$ cat config.mk
export PLATFORM = sky130hd
export DESIGN_NAME = indreg_bridge
export DESIGN_NICKNAME = d
export VERILOG_FILES = /design/src/rtl/indreg_pkg.sv /design/src/rtl/indreg_store.sv /design/src/rtl/indreg_ctrl.sv /design/src/rtl/indreg_bridge.sv
export SDC_FILE = /design/constraint.sdc
export NUM_CORES = 1
export LEC_CHECK = 0
export BUFFER_PORTS_ARGS = -buffer_cell sky130_fd_sc_hd__clkbuf_2
export CORE_AREA = 10 10 124 211
export DETAILED_ROUTE_END_ITERATION = 8
export DIE_AREA = 0 0 134 221
export PLACE_DENSITY = 0.71
export SKIP_LAST_GASP = 1
export SLEW_MARGIN = 15
export SYNTH_ARGS = -nofsm -noshare
export SYNTH_HDL_FRONTEND = slang
export SYNTH_SLANG_ARGS = --single-unit
$ cat constraint.sdc
create_clock -name clk -period 3.9 [get_ports clk]
set_input_delay 0.78 -clock clk [delete_from_list [all_inputs] [get_ports clk]]
set_output_delay 0.78 -clock clk [all_outputs]
set_load 0.01 [all_outputs]
$ cat src/rtl/indreg_pkg.sv
package indreg_pkg;
  localparam int HA_W = 5;
  localparam logic [HA_W-1:0] OFS_IRQ   = 5'd20;
  localparam logic [HA_W-1:0] OFS_IRQEN = 5'd21;
  localparam logic [HA_W-1:0] OFS_DATA  = 5'd28;
  localparam logic [HA_W-1:0] OFS_ADDR  = 5'd29;
  localparam logic [HA_W-1:0] OFS_STAT  = 5'd31;

  typedef enum logic {DIR_FETCH = 1'b0, DIR_STORE = 1'b1} dir_e;
endpackage

$ cat src/rtl/indreg_store.sv
module indreg_store #(
  parameter int DW    = 16,
  parameter int DEPTH = 16,
  parameter int AW    = $clog2(DEPTH)
) (
  input  logic          clk,
  input  logic          we,
  input  logic [AW-1:0] waddr,
  input  logic [DW-1:0] wdata,
  input  logic [AW-1:0] raddr,
  output logic [DW-1:0] rdata
);
  logic [DW-1:0] mem [DEPTH];

  always_ff @(posedge clk) begin
    if (we) mem[waddr] <= wdata;
    rdata <= mem[raddr];
  end
endmodule

$ cat src/rtl/indreg_ctrl.sv
module indreg_ctrl
  import indreg_pkg::*;
#(
  parameter int AW = 4
) (
  input  logic          clk,
  input  logic          rst,
  input  logic          tick,
  input  logic          data_wr,
  input  logic          addr_wr,
  input  logic [AW-1:0] new_addr,
  output logic          pend,
  output dir_e          req_dir,
  output logic [AW-1:0] req_addr,
  output logic          svc
);
  logic staged;

  // a tick coinciding with a new request is not used
  assign svc = pend & tick & ~addr_wr;

  always_ff @(posedge clk) begin
    if (rst) begin
      staged   <= 1'b0;
      pend     <= 1'b0;
      req_dir  <= DIR_FETCH;
      req_addr <= '0;
    end else if (addr_wr) begin
      pend     <= 1'b1;
      req_dir  <= staged ? DIR_STORE : DIR_FETCH;
      req_addr <= new_addr;
      staged   <= 1'b0;
    end else begin
      if (data_wr) staged <= 1'b1;
      if (svc)     pend   <= 1'b0;
    end
  end
endmodule

$ cat src/rtl/indreg_bridge.sv
module indreg_bridge
  import indreg_pkg::*;
#(
  parameter int DW    = 16,
  parameter int DEPTH = 16,
  localparam int AW   = $clog2(DEPTH)
) (
  input  logic            clk,
  input  logic            rst,
  input  logic            upd_tick,
  input  logic [HA_W-1:0] host_addr,
  input  logic            host_wr,
  input  logic            host_rd,
  input  logic [DW-1:0]   host_wdata,
  output logic [DW-1:0]   host_rdata,
  output logic            irq_out
);
  logic          data_wr, addr_wr, clr_wr, en_wr;
  logic          pend, svc;
  dir_e          req_dir;
  logic [AW-1:0] req_addr, rd_addr;
  logic [DW-1:0] data_q, rd_q;
  logic          irq_flag, irq_en;

  assign data_wr = host_wr && (host_addr == OFS_DATA);
  assign addr_wr = host_wr && (host_addr == OFS_ADDR);
  assign clr_wr  = host_wr && (host_addr == OFS_IRQ) && host_wdata[0];
  assign en_wr   = host_wr && (host_addr == OFS_IRQEN);

  indreg_ctrl #(.AW(AW)) u_ctrl (
    .clk(clk), .rst(rst), .tick(upd_tick),
    .data_wr(data_wr), .addr_wr(addr_wr), .new_addr(host_wdata[AW-1:0]),
    .pend(pend), .req_dir(req_dir), .req_addr(req_addr), .svc(svc)
  );

  // read port follows the incoming address so rd_q is ready one cycle later
  assign rd_addr = addr_wr ? host_wdata[AW-1:0] : req_addr;

  indreg_store #(.DW(DW), .DEPTH(DEPTH), .AW(AW)) u_store (
    .clk(clk), .we(svc && req_dir == DIR_STORE), .waddr(req_addr),
    .wdata(data_q), .raddr(rd_addr), .rdata(rd_q)
  );

  always_ff @(posedge clk) begin
    if (rst) begin
      data_q   <= '0;
      irq_flag <= 1'b0;
      irq_en   <= 1'b0;
      irq_out  <= 1'b0;
    end else begin
      if (data_wr)                              data_q <= host_wdata;
      else if (svc && req_dir == DIR_FETCH)     data_q <= rd_q;
      if (svc)         irq_flag <= 1'b1;
      else if (clr_wr) irq_flag <= 1'b0;
      if (en_wr) irq_en <= host_wdata[0];
      irq_out <= irq_flag & irq_en;
    end
  end

  always_ff @(posedge clk) begin
    if (rst) host_rdata <= '0;
    else if (host_rd) begin
      unique case (host_addr)
        OFS_DATA:  host_rdata <= data_q;
        OFS_ADDR:  host_rdata <= {{(DW-AW){1'b0}}, req_addr};
        OFS_STAT:  host_rdata <= {{(DW-1){1'b0}}, pend};
        OFS_IRQ:   host_rdata <= {{(DW-1){1'b0}}, irq_flag};
        OFS_IRQEN: host_rdata <= {{(DW-1){1'b0}}, irq_en};
        default:   host_rdata <= '0;
      endcase
    end
  end
endmodule

Yosys cells after proc, flatten, opt, wreduce, memory -nomap -nowiden

Memory sizes are Yosys's and may differ from the RTL's. A register that Yosys moved wholly into a read port is not among the register bits.
Index checks and enable logic that the tools add are counted.

Bits in latches: 0
Memory bits (writable): 256
ROM bits: 0
Bits in registers: 42
Memories: 1
Output and inout bits: 17

Equality and inequality tests: 5
Order comparisons: 0
Multiply operators: 0
$add $sub $neg: 0
Mux-type cells: 11
Divide/modulo/power cells: 0
Bitwise gates (word level): 5
Shift-type cells: 0
Reductions and logical operators: 11

Memory list:

| name        | words | width | read ports | clocked after Yosys merged registers in | write ports | line               | text |
|---|---|---|---|---|---|---|---|
| u_store.mem | 16    | 16    | 1          | 1                                       | 1           | indreg_store.sv:13 | `logic [DW-1:0] mem [DEPTH];` |

Operators by type and width:

| cell                 | number |
|---|---|
| $pmux W16 S5         | 1 |
| $mux W16             | 2 |
| $eq A5 B5 Y1 const B | 5 |
| $logic_and A1 B1 Y1  | 7 |
| $mux W1              | 7 |
| $reduce_bool A2 Y1   | 3 |
| $mux W4              | 1 |
| $and A1 B1 Y1        | 3 |
| $not A1 Y1           | 2 |
| $reduce_or A2 Y1     | 1 |

Depth between registers and ports, before layout

Depth in word-level cells: 7
Mapped depth: 10

Hierarchy

A second synthesis with hierarchy kept.

Cells, all modules: 631
Area total of the unflattened synthesis: 12040.3 µm²

Modules (own cells, without submodules):

| module        | cells each | area each (µm²) | sequential area each (µm²) | instances |
|---|---|---|---|---|
| indreg_store  | 432        | 10043.4         | 8007.7                     | 1 |
| indreg_bridge | 175        | 1746.7          | 700.7                      | 1 |
| indreg_ctrl   | 24         | 250.2           | 140.1                      | 1 |

Least setup slack after synthesis

No wires, ideal clock.

Path type: input to register
Start: in host_addr[0]
End: mem u_store.mem[0][0], enable pin
Stages on the path: 8
Setup time: 0.409 ns
Slack: 0.573 ns
Data required time: 3.491 ns
Data arrival time: 2.918 ns
Cell sequence: buf_2 -> and2_1 -> buf_2 -> nand2_2 -> nand3_1 -> nor2_1 -> nand2_1 -> nor3_1

Cells in the longest elaborated chain, start to end: 7

RTL lines:

| element                       | line                | text |
|---|---|---|
| from (decl)                   | indreg_bridge.sv:11 | `input logic [HA_W-1:0] host_addr,` |
| $eq A5 B5 Y1                  | indreg_bridge.sv:26 | `assign addr_wr = host_wr && (host_addr == OFS_ADDR);` |
| $logic_and A1 B1 Y1           | indreg_bridge.sv:26 |  |
| $not A1 Y1                    | indreg_ctrl.sv:20   | `assign svc = pend & tick & ~addr_wr;` |
| $and A1 B1 Y1                 | indreg_ctrl.sv:20   |  |
| $logic_and A1 B1 Y1           | indreg_bridge.sv:40 | `.clk(clk), .we(svc && req_dir == DIR_STORE), .waddr(req_addr),` |
| $mux W1                       | indreg_store.sv:16  | `if (we) mem[waddr] <= wdata;` |
| $mux W1 (implied by the code) | indreg_store.sv:16  |  |
| to (decl)                     | indreg_store.sv:13  |  |

Every way passes these cells.

Worst setup path after layout

Start: in host_addr[3]
End: reg u_store.rdata[12], read port of u_store.mem

Cells in the longest elaborated chain, start to end: 3

RTL lines:

| element             | line                | text |
|---|---|---|
| $eq A5 B5 Y1        | indreg_bridge.sv:26 |  |
| $logic_and A1 B1 Y1 | indreg_bridge.sv:26 |  |
| $mux W4             | -                   |  |
| to (decl)           | indreg_store.sv:11  | `output logic [DW-1:0] rdata` |

Every way passes these cells.
A chain may end at the register's enable or synchronous reset.

==> reports/metrics.json <==
{
  "yosys": {
    "synth-edff-count": 256,
    "post_synth_num_cell_types": 57,
    "flip_flop_cell_with_the_highest_count_after_synthesis": "edfxtp_1",
    "synth.avg_cell_area_um2": 13.9,
    "synthesis.nets": 911,
    "synth_warnings": 0,
    "synth.area.top_cells": "edfxtp_1 63%, dfxtp_1 9.4%, nand2_1 4.2%",
    "synth-async-reset-ratio_pct": 0,
    "synth.yosys.seq_area_share_pct": 72.0,
    "synth_area_um2": 12300,
    "synth_instances": 885,
    "post_synth_most_frequent_cells": "256 x edfxtp_1, 136 x nand2_1, 60 x nand3_1, 58 x dfxtp_1, 42 x nor2_1",
    "share_of_the_synthesized_area_in_the_top_cell_type_pct": 62.6,
    "netlist.top_cell.by_area": "edfxtp_1",
    "postSynthRegisterBits": 314,
    "synth_most_common_cell": "edfxtp_1"
  },
  "timing": {
    "report.final.hold_viol_count": 0,
    "final_setup_violating_endpoints": 0,
    "worst_clock_skew_ns": 0.00803,
    "fin_max_slew_vios": 0,
    "tightestPinTransition_ns": 1.06,
    "rsz_0062_raised_after_global_routing": "false",
    "fin_crit_sh_pct": 67.9,
    "hold_slack_ns": 0.456,
    "final_total_negative_setup_slack_ns": 0,
    "maxClockFrequency_ghz": 0.378,
    "layout_min_cycle_time_ns": 2.65,
    "maxSlewHeadroom_pct": 29.7
  },
  "pwr": {
    "total_leakage_power_nw": 4.87,
    "power.switching_fraction_pct": 19.3,
    "internal_power_mw": 5.30,
    "power.switching_mw": 1.26,
    "power_mw": 6.56,
    "pwr-share-clk_pct": 43.1,
    "seqPwrFrac_pct": 55.1,
    "max-vdd-ir-drop_mv": 0.407,
    "p_comb_share_pct": 1.8,
    "powerDensity_nw_per_um2": 474
  },
  "route": {
    "avgRoutedWirePerCell_um": 24.1,
    "top_layer_used": "met4",
    "routed_wirelength_um": 30200,
    "wl_met1_um": 11600,
    "final_antenna_net_count": 0,
    "drt_drc_violations_left": 0,
    "dr_wl_met2_um": 15700,
    "drt_first_iter_violations": 810,
    "wl_met3_um": 1710,
    "route.detailed.vias_per_inst": 6.18,
    "drtPass1Iterations": 5,
    "via_count": 7753
  },
  "clock_tree": {
    "post_cts_resized": 0,
    "tritoncts.num_buffers": 26,
    "clock_sinks": 314,
    "cts_max_level": 1,
    "buffer_type_at_the_clock_tree_root": "clkbuf_16",
    "cts_tree": "built",
    "clkLatencyLatePin_ns": 0.53,
    "clkSlewWorstSetupHoldPaths_ns": 0.07,
    "post_cts_buffers": 0,
    "cts-hold-fix-buffers": 0,
    "ctsLongestPathBuffers": 3
  },
  "global_route": {
    "grt_pass1_wl_um": 46400,
    "number_of_antenna_violations_at_the_first_check_in_global_routing": 0,
    "grt_start_max_net_pins": 43,
    "globalRoute.totalOverflow": 0,
    "grt_pass1_vias": 8006,
    "global_route.usage.total_pct": 20.0
  },
  "critical_path": {
    "r2r-start": "u_ctrl.req_addr[1]",
    "endpoint_kind": "flop",
    "worst-endpoint-arrival_ns": 3.12,
    "worstSetupPathType": "input port to flop",
    "crit_required_ns": 4.38,
    "worst-path-max-fanout": 32,
    "cp_launch_point": "host_addr[3]",
    "timing.critical_path.from_type": "input port"
  },
  "floorplanning": {
    "ports_placed_on_the_boundary": 43,
    "die_y_um": 221,
    "floorplan.die_area_um2": 29600,
    "floorplan.core_area_um2": 22600,
    "rows": 73,
    "initial_core_utilization_pct": 54.5,
    "dieWidth_um": 134
  },
  "worst_hold_path": {
    "hold_removal_path_class": "flop to flop",
    "hold_path.startpoint": "irq_en"
  },
  "finish": {
    "n_fill_cell": 1711,
    "finalCoreUtilization_pct": 61.3,
    "finish.net_count": 961,
    "fraction_of_final_layout_cells_sized_beyond_drive_strength_1_pct": 15.9,
    "n_antenna_cell": 0,
    "area.growth.synth_to_final_pct": 12.6
  },
  "outcome": {
    "run_status": "completed"
  },
  "placed_design": {
    "routabilityCongestion": 0.827,
    "detailedPlacementHpwl_um": 18400,
    "portBuffers": 42
  },
  "flow_run": {
    "timing.max_cap.violations": 0
  }
}
[stage by stage]
step / std cells / instance area [um^2] / setup WS (ns)
6_report: 1255 / 13800 / 1.25
5_1_grt: 1255 / 13800 / 1.11
4_1_cts: 1255 / 13800 / 1.27
3_5_place_dp: 1207 / 12900 / 0.726
3_3_place_gp: 1207 / 12900 / 0.777
2_1_floorplan: 885 / 12300 / 0.573
[area by class of cell]
cell class | instances | area [um^2] | share of cell area, %
Timing Repair Buffer | 79 | 500 | 3.62
Clock buffer | 33 | 728 | 5.26
Clock inverter | 15 | 213 | 1.54
Sequential cell | 314 | 8850 | 63.9
Multi-Input combinational cell | 509 | 3150 | 22.8
Tap cell | 300 | 375 | 2.71
Inverter | 5 | 21.3 | 0.154
[power groups by stage]
stage          Clock, mW  Sequential, mW  Combinational (mW)
2_1_floorplan          0            3.68              0.0721
3_3_place_gp           0            3.69               0.112
3_5_place_dp           0            3.69               0.114
4_1_cts             2.85            3.62               0.115
5_1_grt             2.98            3.62               0.124
6_report            2.83            3.62               0.115
[cells by family (layout without fill, tap and decap cells)]
logic type / after synthesis / count (layout) / share of synthesized area (%)
DFF: 314 / 314 / 72.0
and+or+nand+nor: 300 / 300 / 11.5
AOI/OAI and AO/OA: 183 / 183 / 11.7
buffers and inverters: 62 / 132 / 2.54
muxes: 26 / 26 / 2.26
[flip-flops by register name, summed over array words and instances, names as in the netlist]
name	cells
u_ctrl.staged	1
data_q	16
u_ctrl.pend	1
host_rdata	16
u_ctrl.req_dir	1
irq_en	1
u_store.rdata	16
u_ctrl.req_addr	4
irq_out	1
irq_flag	1
u_store.mem	256
[metal layers]
metal	global-route usage, %	vias up
li1	-	3510
met1	23.6	3855
met2	35.5	308
met3	2.45	80
met4	8.68	0
met5	0	-
[layout by cell type, fill, tap and decap left out, types with 7 or more instances in the layout]
cell,n
a31oi_1,15
buf_4,36
edfxtp_1,256
a41o_1,15
a21oi_1,16
o22ai_1,16
clkinv_2,7
a221oi_1,13
nand3_1,60
nand2b_1,19
clkbuf_16,27
mux2i_1,21
o221ai_1,32
nor2_1,42
o21bai_1,15
nand2_1,136
and3_1,16
a211oi_1,35
dfxtp_1,58
clkbuf_2,42
[path summary, 6_finish.rpt]
path	endpoint	slack, ns	cells after the start
hold / removal	irq_out	0.46	2
hold reg to reg	irq_out	0.46	2
setup / recovery	u_store.rdata[12]	1.25	9
setup reg to reg	u_store.rdata[15]	1.60	7
[critical path: stages]
cell	delay (ns)
clkbuf_2	0.17
and4b_1	0.44
nand3_4	0.30
nand2_2	0.15
buf_4	0.38
buf_4	0.39
nand2_1	0.10
a31oi_1	0.19
a41o_1	0.21
Power figures use the tool's default switching activity.
